## src/rtl/alu16_pkg.sv

```systemverilog
package alu16_pkg;

  typedef enum logic [3:0] {
    FN_ANDF  = 4'd0,
    FN_ORF   = 4'd1,
    FN_NORF  = 4'd2,
    FN_ADDF  = 4'd3,
    FN_SRL   = 4'd4,
    FN_AND   = 4'd5,
    FN_OR    = 4'd6,
    FN_NOR   = 4'd7,
    FN_ADD   = 4'd8,
    FN_SHL_A = 4'd9,
    FN_SHL_B = 4'd10,
    FN_IMMZ  = 4'd11,
    FN_IMMS  = 4'd12,
    FN_INC1  = 4'd13,
    FN_STEP  = 4'd14,
    FN_SRA   = 4'd15
  } alu_fn_e;

  typedef struct packed {
    logic n;
    logic z;
    logic v;
    logic c;
  } cc_t;

endpackage

```

## src/rtl/alu16_shr.sv

```systemverilog
// Logical right shifter built from log2(WIDTH) conditional stages.
module alu16_shr #(
  parameter int WIDTH   = 32,
  parameter int SHAMT_W = $clog2(WIDTH)
) (
  input  logic [WIDTH-1:0]   din,
  input  logic [SHAMT_W-1:0] amt,
  output logic [WIDTH-1:0]   dout
);

  logic [WIDTH-1:0] stg [0:SHAMT_W];

  assign stg[0] = din;

  for (genvar k = 0; k < SHAMT_W; k++) begin : g_stage
    localparam int DIST = 1 << k;
    assign stg[k+1] = amt[k] ? (stg[k] >> DIST) : stg[k];
  end

  assign dout = stg[SHAMT_W];

endmodule

```

## src/rtl/alu16_adder.sv

```systemverilog
// Single shared adder with carry-out and signed overflow detection.
module alu16_adder #(
  parameter int WIDTH = 32
) (
  input  logic [WIDTH-1:0] x,
  input  logic [WIDTH-1:0] y,
  output logic [WIDTH-1:0] sum,
  output logic             cout,
  output logic             ovf
);

  assign {cout, sum} = {1'b0, x} + {1'b0, y};
  assign ovf = (x[WIDTH-1] == y[WIDTH-1]) && (sum[WIDTH-1] != x[WIDTH-1]);

endmodule

```

## src/rtl/alu16_ccreg.sv

```systemverilog
// Condition register: synchronous reset, loads only when enabled.
module alu16_ccreg
  import alu16_pkg::*;
(
  input  logic clk,
  input  logic rst,
  input  logic load,
  input  cc_t  nxt,
  output cc_t  q
);

  always_ff @(posedge clk) begin
    if (rst)       q <= '0;
    else if (load) q <= nxt;
  end

endmodule

```

## src/rtl/alu16_core.sv

```systemverilog
module alu16_core
  import alu16_pkg::*;
#(
  parameter int WIDTH   = 32,
  parameter int IMM_W   = 13,
  parameter int STEP    = 4,
  parameter int SHL_A   = 2,
  parameter int SHL_B   = 10,
  parameter int SRA_N   = 5
) (
  input  logic             clk,
  input  logic             rst,
  input  logic [3:0]       func,
  input  logic [WIDTH-1:0] a,
  input  logic [WIDTH-1:0] b,
  output logic [WIDTH-1:0] result,
  output logic             flag_n,
  output logic             flag_z,
  output logic             flag_v,
  output logic             flag_c
);

  localparam int SHAMT_W = $clog2(WIDTH);
  localparam int EXT_W   = WIDTH - IMM_W;

  alu_fn_e          fn;
  logic [WIDTH-1:0] add_y;
  logic [WIDTH-1:0] add_sum;
  logic             add_cout;
  logic             add_ovf;
  logic [WIDTH-1:0] shr_out;
  logic [WIDTH-1:0] sra_out;
  logic [WIDTH-1:0] res;
  logic             cc_load;
  cc_t              cc_nxt;
  cc_t              cc_q;

  assign fn = alu_fn_e'(func);

  // Operand select for the shared adder: b, +1 or +STEP
  always_comb begin
    unique case (fn)
      FN_INC1: add_y = WIDTH'(1);
      FN_STEP: add_y = WIDTH'(STEP);
      default: add_y = b;
    endcase
  end

  alu16_adder #(.WIDTH(WIDTH)) u_add (
    .x    (a),
    .y    (add_y),
    .sum  (add_sum),
    .cout (add_cout),
    .ovf  (add_ovf)
  );

  alu16_shr #(.WIDTH(WIDTH), .SHAMT_W(SHAMT_W)) u_shr (
    .din  (a),
    .amt  (b[SHAMT_W-1:0]),
    .dout (shr_out)
  );

  assign sra_out = WIDTH'($signed(a) >>> SRA_N);

  always_comb begin
    unique case (fn)
      FN_ANDF, FN_AND:   res = a & b;
      FN_ORF,  FN_OR:    res = a | b;
      FN_NORF, FN_NOR:   res = ~(a | b);
      FN_ADDF, FN_ADD,
      FN_INC1, FN_STEP:  res = add_sum;
      FN_SRL:            res = shr_out;
      FN_SHL_A:          res = a << SHL_A;
      FN_SHL_B:          res = a << SHL_B;
      FN_IMMZ:           res = {{EXT_W{1'b0}}, a[IMM_W-1:0]};
      FN_IMMS:           res = {{EXT_W{a[IMM_W-1]}}, a[IMM_W-1:0]};
      FN_SRA:            res = sra_out;
      default:           res = '0;
    endcase
  end

  assign result  = res;
  assign cc_load = (func[3:2] == 2'b00);

  always_comb begin
    cc_nxt.n = res[WIDTH-1];
    cc_nxt.z = (res == '0);
    cc_nxt.v = (fn == FN_ADDF) ? add_ovf  : 1'b0;
    cc_nxt.c = (fn == FN_ADDF) ? add_cout : 1'b0;
  end

  alu16_ccreg u_cc (
    .clk  (clk),
    .rst  (rst),
    .load (cc_load),
    .nxt  (cc_nxt),
    .q    (cc_q)
  );

  assign flag_n = cc_q.n;
  assign flag_z = cc_q.z;
  assign flag_v = cc_q.v;
  assign flag_c = cc_q.c;

endmodule

```

## config.mk

```make
export PLATFORM = sky130hd
export DESIGN_NAME = alu16_core
export DESIGN_NICKNAME = d
export VERILOG_FILES = /design/src/rtl/alu16_pkg.sv /design/src/rtl/alu16_shr.sv /design/src/rtl/alu16_adder.sv /design/src/rtl/alu16_ccreg.sv /design/src/rtl/alu16_core.sv
export SDC_FILE = /design/constraint.sdc
export NUM_CORES = 1
export LEC_CHECK = 0
export ABC_AREA = 1
export BUFFER_PORTS_ARGS = -buffer_cell sky130_fd_sc_hd__buf_2
export CELL_PAD_IN_SITES_DETAIL_PLACEMENT = 0
export CELL_PAD_IN_SITES_GLOBAL_PLACEMENT = 1
export CORE_ASPECT_RATIO = 1.2
export CORE_MARGIN = 3
export CORE_UTILIZATION = 34
export DETAILED_ROUTE_END_ITERATION = 8
export GPL_TIMING_DRIVEN = 0
export PLACE_DENSITY_LB_ADDON = 0.1
export REMOVE_ABC_BUFFERS = 1
export SETUP_SLACK_MARGIN = 0.1
export SLEW_MARGIN = 25
export SYNTH_ARGS = -nofsm -noshare
export SYNTH_HDL_FRONTEND = slang
export SYNTH_SLANG_ARGS = --single-unit
```

## constraint.sdc

```tcl
create_clock -name clk -period 2.93 [get_ports clk]
set_clock_uncertainty 0.05 [all_clocks]
set_input_delay 0.293 -clock clk [delete_from_list [all_inputs] [get_ports clk]]
set_output_delay 0.293 -clock clk [all_outputs]
set_load 0.01 [all_outputs]
```

Word-level counts from Yosys, hierarchy flattened
Index checks and enable logic that the tools add are counted.

Bits in writable memories: 0. Bits in registers: 4. Input port bits: 70. Memory bits (read-only): 0. Memories kept: 0. Latch bits: 0. Output and inout port bits: 36.

Add/subtract/negate cells: 1. Equal/unequal tests: 17. Reductions and logical operators: 8. Shifts and indexed selects: 0. Order comparisons: 0. Multipliers: 0. Div/mod/pow operators: 0. Bitwise logic cells: 3. Mux-type cells: 9.

Operators with widths (count): $pmux 32 s10 (1); $mux 32 (5); $pmux 32 s2 (1); $add 32x32->33 (1); $and 32x32->32 (1); $eq 4x4->1 const B (8); $logic_not 32->1 (1); $not 32->32 (1); $or 32x32->32 (1); $eq 4x3->1 const B (4); $eq 4x2->1 const B (2); $reduce_or 2->1 (3); $eq 4x1->1 const B (1); $logic_not 4->1 (1); $reduce_or 4->1 (1); $logic_not 2->1 (1); $mux 1 (2); $eq 1x1->1 (1); $logic_and 1x1->1 (1); $ne 1x1->1 (1).

Logic depth before layout (Yosys ltp)
Depth in word-level cells: 7. Depth in mapped cells: 27. Gate-level depth less buffers: 26.

By module
A second synthesis with hierarchy kept.

Cells, all modules: 1420. Area, all modules: 6578.8 µm².

By module, submodules not included: alu16_core (area each 2560.0 µm², cells each 605, times used 1); alu16_adder (area each 2237.1 µm², cells each 428, times used 1); alu16_shr (area each 1609.0 µm², cells each 361, times used 1); alu16_ccreg (area each 172.7 µm², cells each 26, times used 1).

Worst setup path before layout
No wires, ideal clock.

Path type: input port to flip-flop. From: in func[1]. To: reg u_cc.q[2] (netlist bit). Required time: 2814 ps. Setup time: 66 ps. Data arrival time: 2800 ps. Stages: 23. Setup slack: 14 ps. Path buffers: 1. Path through: inv_1 nor2_1 nand2_1 nand2_1 clkbuf_1 nor2_1 ha_1 nand2_1 inv_1 nand2_1 nand2_1 nand2_1 nand3_1 or2_2 nand3_1 nand3_1 nor2_1 nand3_1 nor2_1 nand2_1 nor2_1 nand2_1 a21oi_2.

Word-level cells in the longest chain between the ends: 5. Elaborated cells between the ends (all ways): 24.

Ends and longest elaborated chain: start, declared (RTL line alu16_core.sv:13) `input logic [3:0] func,`; $eq 4x4->1 (RTL line alu16_core.sv:42, alu16_core.sv:66); $pmux 32 s2 (RTL line alu16_core.sv:42) `unique case (fn)`; $add 32x32->33 (RTL line alu16_adder.sv:12) `assign {cout, sum} = {1'b0, x} + {1'b0, y};`; $pmux 32 s10 (*) (RTL line alu16_core.sv:66) `unique case (fn)`; net result[10] (RTL line alu16_core.sv:16) `output logic [WIDTH-1:0] result,`; $logic_not 32->1 (*) (RTL line alu16_core.sv:87) `cc_nxt.z = (res == '0);`; end signal, assigned (RTL line alu16_ccreg.sv:14) `else if (load) q <= nxt;`; end, declared (RTL line alu16_ccreg.sv:9) `output cc_t q`.

Mark *: on every way through the listed nets, which the timed path passes. The rest lies on a longest branch. A chain may end at the register's enable or synchronous reset.

Worst setup path in the final report
From: in func[1]. To: reg u_cc.q[2] (netlist bit).

Word-level cells in the longest chain between the ends: 5. Elaborated cells between the ends (all ways): 24.

Ends and longest elaborated chain (RTL line): $eq 4x4->1 (alu16_core.sv:42, alu16_core.sv:66); $pmux 32 s2 (alu16_core.sv:42); $add 32x32->33 (alu16_adder.sv:12); $pmux 32 s10 (*) (alu16_core.sv:66); $logic_not 32->1 (*) (alu16_core.sv:87).

Mark *: on every way between the ends. The rest lies on a longest branch, timed or not.

==> impl_metrics.ini <==
[outcome]
outcome = finished with violations
failed_checks = negative setup slack

[clock_tree]
maximum_buffer_depth_of_the_clock_tree = 2
cts_tree = done
cts.root.buffer_cell = clkbuf_16
clkLatencyLatePin_ns = 0.22
cts.clk_slew.worst_paths_ns = 0.03
cts_hold_buffers = 0
h_tree_lvls = 1
clock_sink_count = 4
cts_made_buffers = 3

[layout]
top_regs = u_cc.q (4)
top_register = u_cc.q
layout-drive-gt1-share = 0.289
largest_register_ffs = 4
final_util = 0.502
antenna-diode-count = 0
nets = 1699
syn2layout_area_growth_pct = 42.7

[logic_synthesis]
post_synth.cell_area_avg_um2 = 4.59
synth-seq-area-share = 0.0119
synth-main-ff-cell = dfxtp_1
synth_seq_cells = 4
synth_compound_area_frac = 0.106
synth-xor-area-share = 0.00260
synth-adder-area-share = 0.0624
ys_top_cells_by_area = nand2_1, nand3_1, inv_1
muxShareOfSynthArea = 0
synth_top_family_by_area = simple AND/OR/NAND/NOR gates
synth_enable_flop_cells = 0
synth_top_area_share = 0.270
synth_commonest_cells = nand2_1, nand3_1, inv_1, nor2_1, o21ai_0
postSynthCellCount = 1468
synth_async_sr_flop_share = 0
post_synth_design_cell_area_um2 = 6740
yosys.cell_count.top_type = nand2_1
post-synth-top-area-cell = nand2_1
netlist-cell-type-count = 40
yosys.area_share.simple = 0.641
synth_warnings = 0

[sta]
final.setup.tns_ns = -1.72
max_clock_freq_mhz = 324
finalCriticalPeriod_ns = 3.08
setup_slack_ns = -0.155
worst_slew_pin_slew_ns = 0.968
maxSlewHeadroom = 0.354
unrepaired_setup_endpoints_after_global_routing = yes
final_min_period_over_clock_period = 1.05
finalSetupViolations = 20
maxSlewViolCount = 0
final_hold_viol_count = 0

[floorplan]
floorplan.die_area_um2 = 21500
floorplan.die.width_um = 134
floorplan.initialDensity = 0.352
fp.coreArea_um2 = 19100
rows = 55
top_level_ports = 106
die-height_um = 160

[global_routing]
grt_max_degree = 38
grt_first_pass_wirelength_mm = 53.1
grt.overflow.total = 0
grt_usage = 0.311
first_global_vias = 9663
initial_antenna_violation_count = 0

[route]
wl_mm = 35.3
routed_antenna_nets = 0
iteration_count_of_the_initial_detailed_routing_pass = 5
drc = 0
routed-via-count = 10231
vias_per_cell = 5.53
drt-wirelength-per-cell_um = 19.1
drt_iter0_drc = 753

[worst_setup_path]
cp-start-kind = primary input
critical_path_arrival_ns = 3.20
end_kind = flop
critPathKind = primary input to flop
worstPathMaxFanout = 5
timing.critical_path.required_ns = 3.04

[place]
gpl.final_weighted_congestion = 0.974
port-buffer-count = 105
post-dp-hpwl_mm = 26.6

[pwr]
irDropWorstVdd_v = 0.000265
power.static_leakage_nw = 5.00
power_per_cell_area_nw_per_um2 = 249

[hold_path]
timing.hold.worst.class = primary input to flop

[run]
max_cap_violations = 0
[layout make-up]
| cell class | instances | area (um2) |
|---|---|---|
| multi-input cells | 1173 | 6970 |
| clock buffers | 3 | 75.1 |
| flip-flops and latches | 4 | 80.1 |
| well taps | 256 | 320 |
| repair buffers | 173 | 1210 |
| repair inverters | 1 | 5.00 |
| fillers | 2220 | 9520 |
| inverters | 240 | 950 |
[worst paths after layout]
check                           startpoint        end  slack [ns]  cells past startpoint
worst max register to register   u_cc.q[3]  u_cc.q[3]        2.22                      4
worst min register to register   u_cc.q[1]  u_cc.q[1]        0.43                      2
worst min-delay path                   rst  u_cc.q[2]        0.22                      2
worst max-delay path               func[1]  u_cc.q[2]       -0.15                     24
[layout by cell type (no fill, tap or decap), types with 10 or more instances in the layout]
cell type and instances:
nor2_2 23, a21oi_1 22, nand3_2 25, buf_6 17
nand2_4 25, nor3_1 14, nor2_4 33, nand4_1 20
inv_2 16, buf_4 57, nand3b_1 13, nand2_1 378
nor2_1 117, inv_1 215, buf_2 92, o21ai_0 58
nand3_1 250, ha_4 24, nand3_4 10, nand2_2 79
[critical path, stage by stage]
cell and delay [ns]:
buf_12 0.11, nor2_4 0.17, nand2_8 0.09, buf_12 0.16
nand2_8 0.12, buf_12 0.13, nor2_4 0.04, ha_4 0.24
nand2_4 0.10, inv_1 0.06, a21oi_2 0.21, buf_4 0.14
nand3_1 0.07, nand3_1 0.15, nand2_1 0.08, inv_1 0.06
nand4_1 0.09, nor2_1 0.17, nand3_1 0.15, nor2_4 0.16
nand2_1 0.07, nor2_1 0.10, nand2_1 0.11, a21oi_2 0.12
[metal layers]
metal	vias up	share of wire	GRT usage
met1	4791	0.41	0.406
met3	91	0.063	0.0239
li1	4966	-	-
met5	-	0	0
met4	0	0.045	0.129
met2	383	0.48	0.525
[what timing repair did]
item / 4_1_cts / 5_1_grt
setup endpoints to repair: 36 / 35
buffers inserted: 54 / 14
gates cloned: 2 / 1
gates resized for setup: 257 / 160
pin swaps: 92 / 87
[stage by stage]
stage	setup slack (ns)	cell area (um2)	total power [mW]	std cells	hold WS, ns
floorplan	-0.188	6440	0.998	1415	0.305
global placement	-2.18	7290	1.55	1776	0.400
detailed placement	-2.09	7300	1.55	1776	0.407
CTS	-0.153	8760	2.12	1835	0.216
global route	-0.236	9610	2.59	1850	0.222
finish	-0.155	9610	2.39	1850	0.220
[kinds of logic (layout without fill, tap and decap cells)]
family                     Yosys count  in the layout
buffers and inverters              293            417
DFF                                  4              4
xor gates and xnor gates             2              2
and+or+nand+nor                   1009           1011
AOI/OAI and AO/OA                  127            127
adders and majority gates           33             33
[power breakdown]
part / total (mW) / internal [mW] / leakage, nW / switching (mW)
clock: 0.212 / 0.174 / 0.0370 / 0.0380
sequential: 0.0571 / 0.0563 / 0.0324 / 0.000777
combinational: 2.12 / 0.797 / 4.93 / 1.33
total: 2.39 / 1.03 / 5.00 / 1.37
Note: power is estimated with default switching activity, not from simulation.
